===== config.mk =====
export PLATFORM = sky130hd
export DESIGN_NAME = rate_tick_gen
export DESIGN_NICKNAME = d
export VERILOG_FILES = /design/src/rtl/rtg_pkg.sv /design/src/rtl/rtg_cmd_decode.sv /design/src/rtl/rtg_prescale.sv /design/src/rtl/rtg_bit_div.sv /design/src/rtl/rtg_half_mark.sv /design/src/rtl/rate_tick_gen.sv
export SDC_FILE = /design/constraint.sdc
export NUM_CORES = 1
export LEC_CHECK = 0
export BUFFER_PORTS_ARGS = -buffer_cell sky130_fd_sc_hd__buf_2
export CAP_MARGIN = 15
export CORE_UTILIZATION = 61
export DETAILED_ROUTE_END_ITERATION = 12
export PLACE_DENSITY = 0.79
export SLEW_MARGIN = 20
export SYNTH_ARGS = -nofsm -noshare
export SYNTH_HDL_FRONTEND = slang
export SYNTH_SLANG_ARGS = --single-unit

===== constraint.sdc =====
create_clock -name clk -period 6.3 [get_ports clk]
set_input_delay 0.315 -clock clk [delete_from_list [all_inputs] [get_ports clk]]
set_output_delay 0.315 -clock clk [all_outputs]
set_load 0.05 [all_outputs]

===== src/rtl/rtg_pkg.sv =====
package rtg_pkg;
  parameter int unsigned RATE_W = 7;

  typedef struct packed {
    logic              slow;
    logic [RATE_W-1:0] div;
  } rate_cfg_t;

  localparam rate_cfg_t RATE_DEFAULT = '{slow: 1'b0, div: RATE_W'(35)};
endpackage


===== src/rtl/rtg_cmd_decode.sv =====
module rtg_cmd_decode
  import rtg_pkg::*;
#(
  parameter int unsigned CMD_W     = 16,
  parameter int unsigned OP_W      = 8,
  parameter logic [7:0]  OPCODE    = 8'hC8,
  parameter rate_cfg_t   RESET_CFG = RATE_DEFAULT
) (
  input  logic             clk,
  input  logic             rst,
  input  logic             cmd_wr,
  input  logic [CMD_W-1:0] cmd_word,
  input  logic             load,
  output rate_cfg_t        pend_cfg,
  output rate_cfg_t        act_cfg
);
  logic      accept;
  rate_cfg_t decoded;

  always_comb begin
    accept       = cmd_wr && (cmd_word[CMD_W-1 -: OP_W] == OP_W'(OPCODE));
    decoded.slow = cmd_word[RATE_W];
    decoded.div  = cmd_word[RATE_W-1:0];
  end

  always_ff @(posedge clk) begin
    if (rst) begin
      pend_cfg <= RESET_CFG;
      act_cfg  <= RESET_CFG;
    end else begin
      if (accept) pend_cfg <= decoded;
      if (load)   act_cfg  <= pend_cfg;
    end
  end

  // an accepted word lands in the pending setting field by field
  assert_cmd_fields_R5: assert property (@(posedge clk) disable iff (rst)
    accept |=> (pend_cfg.slow == $past(cmd_word[RATE_W])) &&
               (pend_cfg.div  == $past(cmd_word[RATE_W-1:0])));

  // foreign operation codes leave the pending setting alone
  assert_foreign_ignored_R6: assert property (@(posedge clk) disable iff (rst)
    (cmd_wr && !accept) |=> $stable(pend_cfg));

  // the active setting only moves at a bit boundary
  assert_load_boundary_R7: assert property (@(posedge clk) disable iff (rst)
    !load |=> $stable(act_cfg));
endmodule


===== src/rtl/rtg_prescale.sv =====
module rtg_prescale
  import rtg_pkg::*;
#(
  parameter int unsigned BASE_DIV = 29,
  parameter int unsigned SLOW_DIV = 8
) (
  input  logic clk,
  input  logic rst,
  input  logic restart,
  input  logic slow,
  output logic stage_en
);
  localparam int unsigned C1W = (BASE_DIV > 1) ? $clog2(BASE_DIV) : 1;
  localparam logic [C1W-1:0] C1_LAST = C1W'(BASE_DIV - 1);

  logic [C1W-1:0] c1;
  logic           c1_last;

  assign c1_last = (c1 == C1_LAST);

  always_ff @(posedge clk) begin
    if (rst || restart)  c1 <= '0;
    else if (c1_last)    c1 <= '0;
    else                 c1 <= c1 + 1'b1;
  end

  // base stage never runs past its terminal count
  assert_base_bound_R2: assert property (@(posedge clk) disable iff (rst)
    c1 <= C1_LAST);

  generate
    if (SLOW_DIV > 1) begin : g_slow
      localparam int unsigned C2W = $clog2(SLOW_DIV);
      localparam logic [C2W-1:0] C2_LAST = C2W'(SLOW_DIV - 1);
      logic [C2W-1:0] c2;
      logic           c2_last;

      assign c2_last  = slow ? (c2 == C2_LAST) : 1'b1;
      assign stage_en = c1_last && c2_last;

      always_ff @(posedge clk) begin
        if (rst || restart) c2 <= '0;
        else if (c1_last)   c2 <= c2_last ? '0 : c2 + 1'b1;
      end

      // with the prescaler off its counter stays parked at zero
      assert_fast_bypass_R2: assert property (@(posedge clk) disable iff (rst)
        (!slow && !restart) |=> (c2 == '0));
    end else begin : g_fast
      logic unused_slow;
      assign unused_slow = slow;
      assign stage_en    = c1_last;
    end
  endgenerate
endmodule


===== src/rtl/rtg_bit_div.sv =====
module rtg_bit_div
  import rtg_pkg::*;
(
  input  logic              clk,
  input  logic              rst,
  input  logic              stage_en,
  input  logic [RATE_W-1:0] div,
  output logic              wrap,
  output logic              bit_tick
);
  logic [RATE_W-1:0] c3;

  assign wrap = stage_en && (c3 == div);

  always_ff @(posedge clk) begin
    if (rst) begin
      c3       <= '0;
      bit_tick <= 1'b0;
    end else begin
      if (wrap)          c3 <= '0;
      else if (stage_en) c3 <= c3 + 1'b1;
      bit_tick <= wrap;
    end
  end

  // the programmable stage never passes the active divider value
  assert_count_bound_R2: assert property (@(posedge clk) disable iff (rst)
    c3 <= div);

  // a bit tick lasts one cycle
  assert_tick_single_R3: assert property (@(posedge clk) disable iff (rst)
    bit_tick |=> !bit_tick);
endmodule


===== src/rtl/rtg_half_mark.sv =====
module rtg_half_mark
  import rtg_pkg::*;
#(
  parameter int unsigned BASE_DIV = 29,
  parameter int unsigned SLOW_DIV = 8
) (
  input  logic      clk,
  input  logic      rst,
  input  logic      restart,
  input  rate_cfg_t act_cfg,
  output logic      half_tick
);
  localparam int unsigned MAX_SPAN = BASE_DIV * (2 ** RATE_W) * SLOW_DIV;
  localparam int unsigned PW       = $clog2(MAX_SPAN + 1) + 1;

  logic [PW-1:0] elapsed;
  logic [PW-1:0] span;
  logic [PW-1:0] half_pt;

  always_comb begin
    span = PW'(BASE_DIV) * (PW'(act_cfg.div) + PW'(1));
    if (act_cfg.slow) span = span * PW'(SLOW_DIV);
    half_pt = span >> 1;
  end

  always_ff @(posedge clk) begin
    if (rst) begin
      elapsed   <= '0;
      half_tick <= 1'b0;
    end else begin
      elapsed   <= restart ? '0 : elapsed + 1'b1;
      half_tick <= (elapsed == half_pt - PW'(1));
    end
  end

  // the phase never exceeds the period of the active setting
  assert_phase_bound_R2: assert property (@(posedge clk) disable iff (rst)
    elapsed < span);

  // the half tick is a single-cycle pulse
  assert_half_single_R4: assert property (@(posedge clk) disable iff (rst)
    half_tick |=> !half_tick);
endmodule


===== src/rtl/rate_tick_gen.sv =====
module rate_tick_gen
  import rtg_pkg::*;
#(
  parameter int unsigned CMD_W    = 16,
  parameter logic [7:0]  OPCODE   = 8'hC8,
  parameter int unsigned BASE_DIV = 29,
  parameter int unsigned SLOW_DIV = 8
) (
  input  logic             clk,
  input  logic             rst,
  input  logic             cmd_wr,
  input  logic [CMD_W-1:0] cmd_word,
  output logic             bit_tick,
  output logic             half_tick
);
  rate_cfg_t pend_cfg;
  rate_cfg_t act_cfg;
  logic      stage_en;
  logic      wrap;

  rtg_cmd_decode #(
    .CMD_W    (CMD_W),
    .OP_W     (8),
    .OPCODE   (OPCODE),
    .RESET_CFG(RATE_DEFAULT)
  ) u_cmd (
    .clk     (clk),
    .rst     (rst),
    .cmd_wr  (cmd_wr),
    .cmd_word(cmd_word),
    .load    (wrap),
    .pend_cfg(pend_cfg),
    .act_cfg (act_cfg)
  );

  rtg_prescale #(
    .BASE_DIV(BASE_DIV),
    .SLOW_DIV(SLOW_DIV)
  ) u_pre (
    .clk     (clk),
    .rst     (rst),
    .restart (wrap),
    .slow    (act_cfg.slow),
    .stage_en(stage_en)
  );

  rtg_bit_div u_div (
    .clk     (clk),
    .rst     (rst),
    .stage_en(stage_en),
    .div     (act_cfg.div),
    .wrap    (wrap),
    .bit_tick(bit_tick)
  );

  rtg_half_mark #(
    .BASE_DIV(BASE_DIV),
    .SLOW_DIV(SLOW_DIV)
  ) u_half (
    .clk      (clk),
    .rst      (rst),
    .restart  (wrap),
    .act_cfg  (act_cfg),
    .half_tick(half_tick)
  );

  // mid-bit and end-of-bit pulses never overlap
  assert_no_overlap_R4: assert property (@(posedge clk) disable iff (rst)
    !(bit_tick && half_tick));

  // outputs are quiet in the cycle after reset is applied
  assert_reset_quiet_R1: assert property (@(posedge clk)
    rst |=> (!bit_tick && !half_tick));
endmodule


# Word-level counts from Yosys, hierarchy flattened
# Cells that the tools add are included.
# totals
register_bits	49
output_inout_bits	2
elab_cells	31
# classes
addsub	6
multipliers	1
eq_ne	5
n_mux	3
n_reduce_logical	6
# ops
cell	n
$add A16 B1 Y16 const B	1
$eq A16 B16 Y1	1
$mul A5 B16 Y16 const A	1
$mux W16	1
$sub A15 B1 Y16 const B	1
$add A7 B1 Y8 const B	1
$eq A8 B8 Y1 const B	1
$add A7 B1 Y7 const B	1
$eq A7 B7 Y1	1
$add A5 B1 Y5 const B	1
$eq A5 B5 Y1 const B	1
$reduce_or A2 Y1	2
$add A3 B1 Y3 const B	1
$eq A3 B3 Y1 const B	1
$logic_and A1 B1 Y1	3
$mux W3	1
$logic_or A1 B1 Y1	1
$mux W1	1

# Logic depth before layout (Yosys ltp)
# Gate-level depths: netlist (run 1).
# logic_depth
ltp_word	6
depth_mapped	21
ltp_nobuf	19

# By module
# Synthesis (run 1) repeated with hierarchy kept, for this count alone.
# unflattened
cells_unflattened	481
hier_area_um2	4175.3
# by_module_without_submodules
mod	n_inst	cells_each	area_each_um2	seq_area_each_um2
rtg_half_mark	1	333	2701.3	340.3
rtg_cmd_decode	1	63	649.4	320.3
rtg_bit_div	1	45	461.7	160.2
rtg_prescale	1	40	362.8	160.2

# Worst setup path after synthesis (run 1)
# No wires, ideal clock.
# synth_timing
kind	reg2reg
start	register u_cmd.act_cfg[0] (netlist name)
end	register u_half.half_tick
t_arrival_ps	5071
required_ps	6214
slack_ps	1142
stages_incl_launch_ff	19
path_buffers	1
path_cell_list	dfxtp_1 clkbuf_1 nand3_1 xor2_1 inv_1 ha_1 xnor2_1 ha_1 inv_1 fa_1 inv_1 ha_1 o21a_2 o21a_1 mux2_4 or4b_4 nand3b_4 or4_4 a221oi_2
# synth_between
elab_chain_len	5
# synth_rtl
element	line	source
$add A7 B1 Y8	rtg_half_mark.sv:21	span = PW'(BASE_DIV) * (PW'(act_cfg.div) + PW'(1));
$mul A5 B16 Y16	rtg_half_mark.sv:21	
$mux W16	rtg_half_mark.sv:22	if (act_cfg.slow) span = span * PW'(SLOW_DIV);
$sub A15 B1 Y16	rtg_half_mark.sv:32	half_tick <= (elapsed == half_pt - PW'(1));
$eq A16 B16 Y1	rtg_half_mark.sv:32	
end signal, assigned	rtg_half_mark.sv:32	
end, declared	rtg_half_mark.sv:11	output logic half_tick
# Every way passes these cells.
# A chain may end at the register's enable or synchronous reset.

# Worst setup path after layout (run 1)
# layout_timing
start	register u_cmd.act_cfg[0] (netlist name)
end	register u_half.half_tick
# layout_between
elab_chain_len	5
# layout_rtl
element	line
$add A7 B1 Y8	rtg_half_mark.sv:21
$mul A5 B16 Y16	rtg_half_mark.sv:21
$mux W16	rtg_half_mark.sv:22
$sub A15 B1 Y16	rtg_half_mark.sv:32
$eq A16 B16 Y1	rtg_half_mark.sv:32
# Every way passes these cells.

==> results by group, run 1 <==
STA
  • FMAX: 175 MHz
  • Final setup violation count: 0
  • Setup tns final: 0 ps
  • Min cycle time layout: 5710 ps
  • Crit share post-route: 0.906
  • Unrepaired setup endpoints after global routing: false
  • Setup Skew: a little over 10 ps
  • Worst slew margin: 0.346
  • Max Slew Vio Count: 0
  • Final hold vios: 0
  • Slew @ Worst Pin: around 980 ps

Synth
  • Top_reg_cell synth: dfxtp_1
  • Simple-gate portion of the synthesized area: 0.227
  • Post-synth EDFFs: 0
  • Post-synthesis mux area share: 0.0457
  • Synth unique cells: 72
  • Cells after synthesis: between 400 and 500
  • Xor and xnor area share after synthesis: 0.152
  • Synthesis-stage register bit count: slightly below 50
  • Synth Area in Adders: 0.145
  • Post-synthesis cell area: 4050 um2
  • Compound-Gate Fraction of Synth Area: 0.136
  • Syn_area_per_cell: about 8.5 um2
  • Async set-reset flop share out of synthesis: 0
  • Ys Warns: 0
  • Synth Net Count: ~540
  • Largest family of logic cells by synthesized area: simple AND/OR/NAND/NOR gates
  • Register area share after synthesis: 0.242

CTS
  • Sink Count: 49
  • Setup bufs post-CTS: 0
  • CTS tree: built
  • Inserted Clock Buffers: 5
  • Reg clk slew, reported paths: 90 ps
  • CTS H-Tree Depth: 2
  • Clock Tree Buf Depth: 2
  • Latest clock arrival within the worst-skew pair: a little over 300 ps
  • Clock root cell: clkbuf_8
  • Post-CTS resize count: 0
  • Hold-fix buffer count after cts: 0

Global route
  • Vias in the first global route: 3,136
  • GRT Resource Usage Total: 0.234
  • Antenna violations before repair: 0
  • Global-route wire length before repair: 13,600 um
  • Largest net degree at the start of global routing: 31
  • Remaining Overflow, GRT: 0

Worst setup path
  • R2R setup slack: 590 ps
  • Worst r2r src: u_cmd.act_cfg[0]
  • Critical path fanouts, max: 13
  • CP startpoint: u_cmd.act_cfg[0]
  • Critical Path Start Type: register
  • Critical Path AT: 5930 ps
  • Reg-to-reg endpoint: u_half.half_tick
  • FF-to-FF path depth: 18
  • Critical path endpoint: u_half.half_tick
  • Worst EP required: 6530 ps
  • WS Path Type: register to register
  • Worst setup EP type: register

Placed design
  • PortBufs: 20
  • Final HPWL from detailed placement: 5960 um
  • Placer Congestion: just over 0.9
  • Placed cells: 560

Drt
  • First-pass DRT Iterations: 4
  • Routed Antenna Nets: 0
  • Via/cell ratio: 5.80
  • Detailed-route wire length: 7690 um
  • DR vias: 3,292
  • Initial drt markers: 154
  • Drt wl/cell: 13.5 um
  • DRC errors left: 0

Finish
  • Post-layout instance count excluding filler cells: 568
  • Share of cells above drive strength 1: 0.0998
  • Diode count: 0
  • Final #Nets: between 500 and 600
  • Fill cell count: 549
  • Util after Layout: 0.671
  • Syn-to-layout area delta: 5.81%

Floorplan
  • Effective utilization at floorplan: 0.634
  • IO Count: 21
  • Core ar.: 6390 um2
  • Total Die Area: ~7000 um2
  • Chip Width: 83.5 um
  • Row cnt: 29
  • Die Y: 83.5 um

Power
  • Sequential share of power: 0.563
  • Psw: 0.000121 W
  • Sw Ratio: 0.216
  • LEAKAGE: ~2 nW
  • Clock network power share: 0.402
  • Max VDD drop: 0.148 mV
  • Internal: 0.000441 W
  • PD cells: 131 nW/um2
  • Logic pwr share: 0.035

Flow run
  • Max Cap Violations: 0

Outcome
  • Status: finished, final reports clean

Min path
  • Worst Hold Class: primary input to register
[flip-flops by register name, indices dropped and copies added (netlist names)]
register / flops
u_pre.c1: 5
u_half.elapsed: 16
u_pre.g_slow.c2: 3
u_div.c3: 7
u_half.half_tick: 1
u_cmd.act_cfg: 8
u_cmd.pend_cfg: 8
u_div.bit_tick: 1
[layout make-up]
class | instances | area, um2 | share of cell area
Clock buffer | 5 | 68.8 | 0.0161
Sequential cell | 49 | 981 | 0.229
Multi-Input combinational cell | 380 | 2860 | 0.667
Timing Repair Buffer | 22 | 115 | 0.0269
Clock inverter | 3 | 43.8 | 0.0102
Inverter | 32 | 123 | 0.0286
Tap cell | 77 | 96.3 | 0.0225
[stage by stage]
stage | instance area (um2) | hold slack, ps | worst slack (ps) | total power [W]
floorplan | 4050 | 430 | 1140 | 0.000336
global placement | 4170 | 444 | 880 | 0.000343
detailed placement | 4170 | 452 | 670 | 0.000344
CTS | 4290 | 230 | 623 | 0.000570
global route | 4290 | 233 | 69.2 | 0.000587
finish | 4290 | 238 | 594 | 0.000563
[cells in the mapped netlist, types with 3 or more instances]
cell type	instances	area (um2)
o211ai_1	7	52.6
nand2_1	20	75.1
buf_4	4	30.0
nor3b_1	4	30.0
a21oi_1	9	45.0
nor4_1	5	31.3
nand3_1	20	100
dfxtp_1	49	981
and3_1	5	31.3
nor3_1	10	50.1
a21o_1	6	45.0
nand4_1	5	31.3
clkbuf_1	9	33.8
xor2_1	27	236
o21a_1	5	37.5
o21ai_0	4	20.0
nor2_1	75	282
a211oi_1	3	22.5
nor2b_1	4	25.0
fa_1	5	100
xnor2_1	38	333
ha_1	39	488
nand2b_1	6	37.5
mux2i_1	17	170
o21ai_1	4	20.0
inv_1	31	116
a211o_1	7	61.3
[placed cells by master, fill, tap and decap left out, types with 3 or more instances in the layout]
master	instances
nand4_1	5
nand3_1	20
xor2_1	27
a21oi_1	9
a211oi_1	3
clkbuf_8	5
fa_1	5
o211ai_1	7
and3_1	5
nor2b_1	4
o21a_1	5
inv_1	31
mux2i_1	17
buf_2	20
nor2_1	75
nor3b_1	4
o21ai_0	4
nand2_1	20
nor3_1	10
o21ai_1	4
dfxtp_1	49
a211o_1	7
ha_1	39
nand2b_1	6
nor4_1	5
a21o_1	6
xnor2_1	38
[how the worst min path moves through the flow]
stage / start / end / slack [ps] / cells after the start
floorplan: u_pre.c1[0] / u_pre.c1[0] / 430 / 1
global placement: u_cmd.pend_cfg[0] / u_cmd.pend_cfg[0] / 440 / 1
detailed placement: u_cmd.pend_cfg[5] / u_cmd.pend_cfg[5] / 450 / 1
CTS: cmd_word[2] / u_cmd.pend_cfg[2] / 230 / 3
global route: cmd_word[7] / u_cmd.pend_cfg[7] / 230 / 3
finish: cmd_word[2] / u_cmd.pend_cfg[2] / 240 / 3
[per-layer routing]
| layer | vias to the layer above | global-route usage | routed length (um) |
|---|---|---|---|
| met2 | 45 | 0.420 | 3790 |
| li1 | 1686 | - | - |
| met4 | 0 | 0.0786 | 133 |
| met5 | - | 0 | 0 |
| met3 | 12 | 0.0307 | 151 |
| met1 | 1549 | 0.288 | 3610 |
[critical path: stages (launching register included)]
cell and delay, ps:
dfxtp_1 620, ha_1 310, nand3_1 110, xor2_1 290
inv_1 180, xnor2_1 210, ha_1 260, ha_1 320
fa_1 480, ha_1 410, a21o_1 250, a211oi_1 340
nor4_1 100, a211oi_2 490, o211ai_1 190, xnor2_1 180
a2111oi_0 440, o2111ai_1 240, a221oi_2 210
[logic make-up (layout without fill, tap and decap cells)]
| kind of cell | Yosys count | in the layout |
|---|---|---|
| AND/OR/NAND/NOR | 179 | 179 |
| buffers and inverters | 50 | 62 |
| adder cells (fa/ha/maj) | 44 | 44 |
| AO/OA/AOI/OAI | 72 | 72 |
| XOR/XNOR | 67 | 67 |
| multiplexers | 18 | 18 |
| flip-flops | 49 | 49 |
[power by group through the flow]
stage	logic [W]	clock network, W	registers (W)
after floorplan	0.0000129	0	0.000323
after global placement	0.0000194	0	0.000324
after detailed placement	0.0000201	0	0.000324
after CTS	0.0000202	0.000233	0.000317
after global routing	0.0000236	0.000246	0.000317
final	0.0000200	0.000226	0.000317
(Power assumes the default switching activity.)
==> run 2, diff against run 1 <==
--- a/config.mk
+++ b/config.mk
@@ -6,7 +6,7 @@
 export NUM_CORES = 1
 export LEC_CHECK = 0
 export BUFFER_PORTS_ARGS = -buffer_cell sky130_fd_sc_hd__buf_2
-export CAP_MARGIN = 15
+export CAP_MARGIN = 10
 export CORE_UTILIZATION = 61
 export DETAILED_ROUTE_END_ITERATION = 12
 export PLACE_DENSITY = 0.79
==> constraint.sdc (replaced) <==
create_clock -name clk -period 6.5 [get_ports clk]
set_input_delay 0.325 -clock clk [delete_from_list [all_inputs] [get_ports clk]]
set_output_delay 0.325 -clock clk [all_outputs]
set_load 0.05 [all_outputs]
==> run 2 against run 1 <==
Against the previous run:
- final cell count stayed put
- sequential share of layout area is the same
- clock power shrank 3%
- core utilization is the same
- highest routed layer unchanged
==> results by group, run 2 (synthesized netlist as in run 1, its figures left out) <==
Drt
  • First-pass DRT Iterations: 4 (unchanged)
  • Initial drt markers: 141 (-8.4%)
  • Detailed-route wire length: 7840 um (+2.0%)
  • Via/cell ratio: 5.77 (-0.39%)
  • DRC errors left: 0 (unchanged)
  • DR vias: 3,279 (-0.39%)
  • Routed Antenna Nets: 0 (unchanged)
  • Drt wl/cell: 13.8 um (+2.0%)

Finish
  • Largest reg by FF count: u_half.elapsed
  • Most common cell after layout, fill and taps aside: nor2_1
  • Final #Nets: 553 (unchanged)
  • Commonest cells after routing, fill and taps aside: nor2_1 (75), dfxtp_1 (49), ha_1 (39)
  • Top Registers: u_half.elapsed (16), u_cmd.act_cfg (8), u_cmd.pend_cfg (8)
  • Share of cells above drive strength 1: 0.0998 (unchanged)
  • Syn-to-layout area delta: 5.81% (unchanged)
  • Diode count: 0 (unchanged)
  • Max FFs per register: 16 (unchanged)

Worst setup path
  • Critical Path AT: 6080 ps (+150 ps)
  • Critical path fanouts, max: 13 (unchanged)
  • Worst setup EP type: register
  • WS Path Type: register to register
  • R2R setup slack: 650 ps (+50 ps)
  • Worst EP required: 6720 ps (+190 ps)
  • Critical Path Start Type: register

Power
  • Sequential share of power: 0.562 (about the same)
  • Internal: 0.000428 W (-3.1%)
  • Psw: 0.000118 W (-3.0%)
  • Pwr Total: 0.000546 W (-3.1%)
  • Sw Ratio: 0.216 (about the same)
  • PD cells: 127 nW/um2 (-3.1%)
  • Clock network power share: 0.402 (about the same)
  • Max VDD drop: 0.135 mV (-8.9%)
  • LEAKAGE: 2.00 nW (unchanged)
  • Logic pwr share: 0.035 (about the same)

CTS
  • Hold-fix buffer count after cts: 0 (unchanged)
  • Inserted Clock Buffers: 5 (unchanged)
  • Latest clock arrival within the worst-skew pair: 300 ps (about the same)
  • Reg clk slew, reported paths: 100 ps (about the same)
  • Clock root cell: clkbuf_8
  • Clock Tree Buf Depth: 2 (unchanged)
  • CTS H-Tree Depth: 2 (unchanged)
  • Setup bufs post-CTS: 0 (unchanged)
  • CTS tree: built
  • Sink Count: 49 (unchanged)
  • Post-CTS resize count: 0 (unchanged)

Global route
  • Vias in the first global route: 3,191 (+1.8%)
  • Largest net degree at the start of global routing: 31 (unchanged)
  • Antenna violations before repair: 0 (unchanged)
  • GRT Resource Usage Total: 0.243 (+0.00913)
  • Remaining Overflow, GRT: 0 (unchanged)
  • Global-route wire length before repair: 14,100 um (+3.6%)

STA
  • Setup tns final: 0 ps (unchanged)
  • Worst slew margin: 0.356 (+0.0102)
  • Unrepaired setup endpoints after global routing: false
  • FMAX: 171 MHz (-2.5%)
  • Final hold vios: 0 (unchanged)
  • Final setup violation count: 0 (unchanged)
  • Crit share post-route: 0.901 (-0.00504)
  • Setup Skew: 15.3 ps (+5.19 ps)
  • Min cycle time layout: 5850 ps (+148 ps)
  • Slew @ Worst Pin: 966 ps (-15.3 ps)
  • Max Slew Vio Count: 0 (unchanged)

Placed design
  • PortBufs: 20 (unchanged)
  • Final HPWL from detailed placement: 6060 um (+1.6%)
  • Placer Congestion: 0.914 (about the same)

Floorplan
  • Effective utilization at floorplan: 0.634 (unchanged)
  • Row cnt: 29 (unchanged)
  • IO Count: 21 (unchanged)
  • Total Die Area: 6970 um2 (unchanged)
  • Core ar.: 6390 um2 (unchanged)
  • Chip Width: 83.5 um (unchanged)
  • Die Y: 83.5 um (unchanged)

Flow run
  • Max Cap Violations: 0 (unchanged)

Outcome
  • Status: finished, final reports clean

Min path
  • Worst Hold Class: primary input to register
## run 2: worst paths after layout
path | cells past startpoint | start | to
worst max-delay path | 18 | u_cmd.act_cfg[0] | u_half.half_tick
worst min-delay path | 3 | cmd_word[2] | u_cmd.pend_cfg[2]
worst max register to register | 18 | u_cmd.act_cfg[0] | u_half.half_tick
worst min register to register | 1 | u_cmd.pend_cfg[5] | u_cmd.pend_cfg[5]
## run 2: metal layers
layer / track usage / up-vias / share of wire
li1: - / 1690 / -
met1: 0.300 / 1550 / 0.47
met4: 0.0586 / 0 / 0.0098
met5: 0 / - / 0
met3: 0.0346 / 7 / 0.017
met2: 0.445 / 32 / 0.50
## run 2: stage by stage
stage	instance area [um2]	worst slack (ps)	util	instances	hold WS, ps
CTS	4290	746	0.671	568	249
floorplan	4050	1340	-	479	430
global route	4290	167	0.671	568	248
finish	4290	645	0.671	568	250
detailed placement	4170	833	0.654	560	452
global placement	4170	1080	0.654	560	444
## run 2: area by class of cell
class                           instances  area, um2
Inverter                               32        123
Fill cell                             541       2100
Sequential cell                        49        981
Multi-Input combinational cell        380       2860
Tap cell                               77       96.3
Clock buffer                            5       68.8
Clock inverter                          3       43.8
Timing Repair Buffer                   22        115
## run 2: power groups by stage
| stage | clock network [W] | registers, W | logic, W |
|---|---|---|---|
| after floorplan | 0 | 0.000313 | 0.0000125 |
| final | 0.000220 | 0.000307 | 0.0000193 |
| after global routing | 0.000239 | 0.000308 | 0.0000229 |
| after global placement | 0 | 0.000314 | 0.0000188 |
| after CTS | 0.000226 | 0.000307 | 0.0000198 |
| after detailed placement | 0 | 0.000314 | 0.0000196 |
## run 2: critical path, stage by stage, from the launching register on
cell and delay, ps:
dfxtp_1 630, ha_1 330, xor2_1 450, ha_1 360
a21o_1 180, ha_1 280, inv_1 50, fa_1 530
inv_1 40, ha_1 370, o211a_1 180, a211oi_1 390
nor4_1 110, a211oi_2 500, o211ai_1 190, xnor2_1 180
a2111oi_0 510, o2111ai_1 260, a221oi_2 240
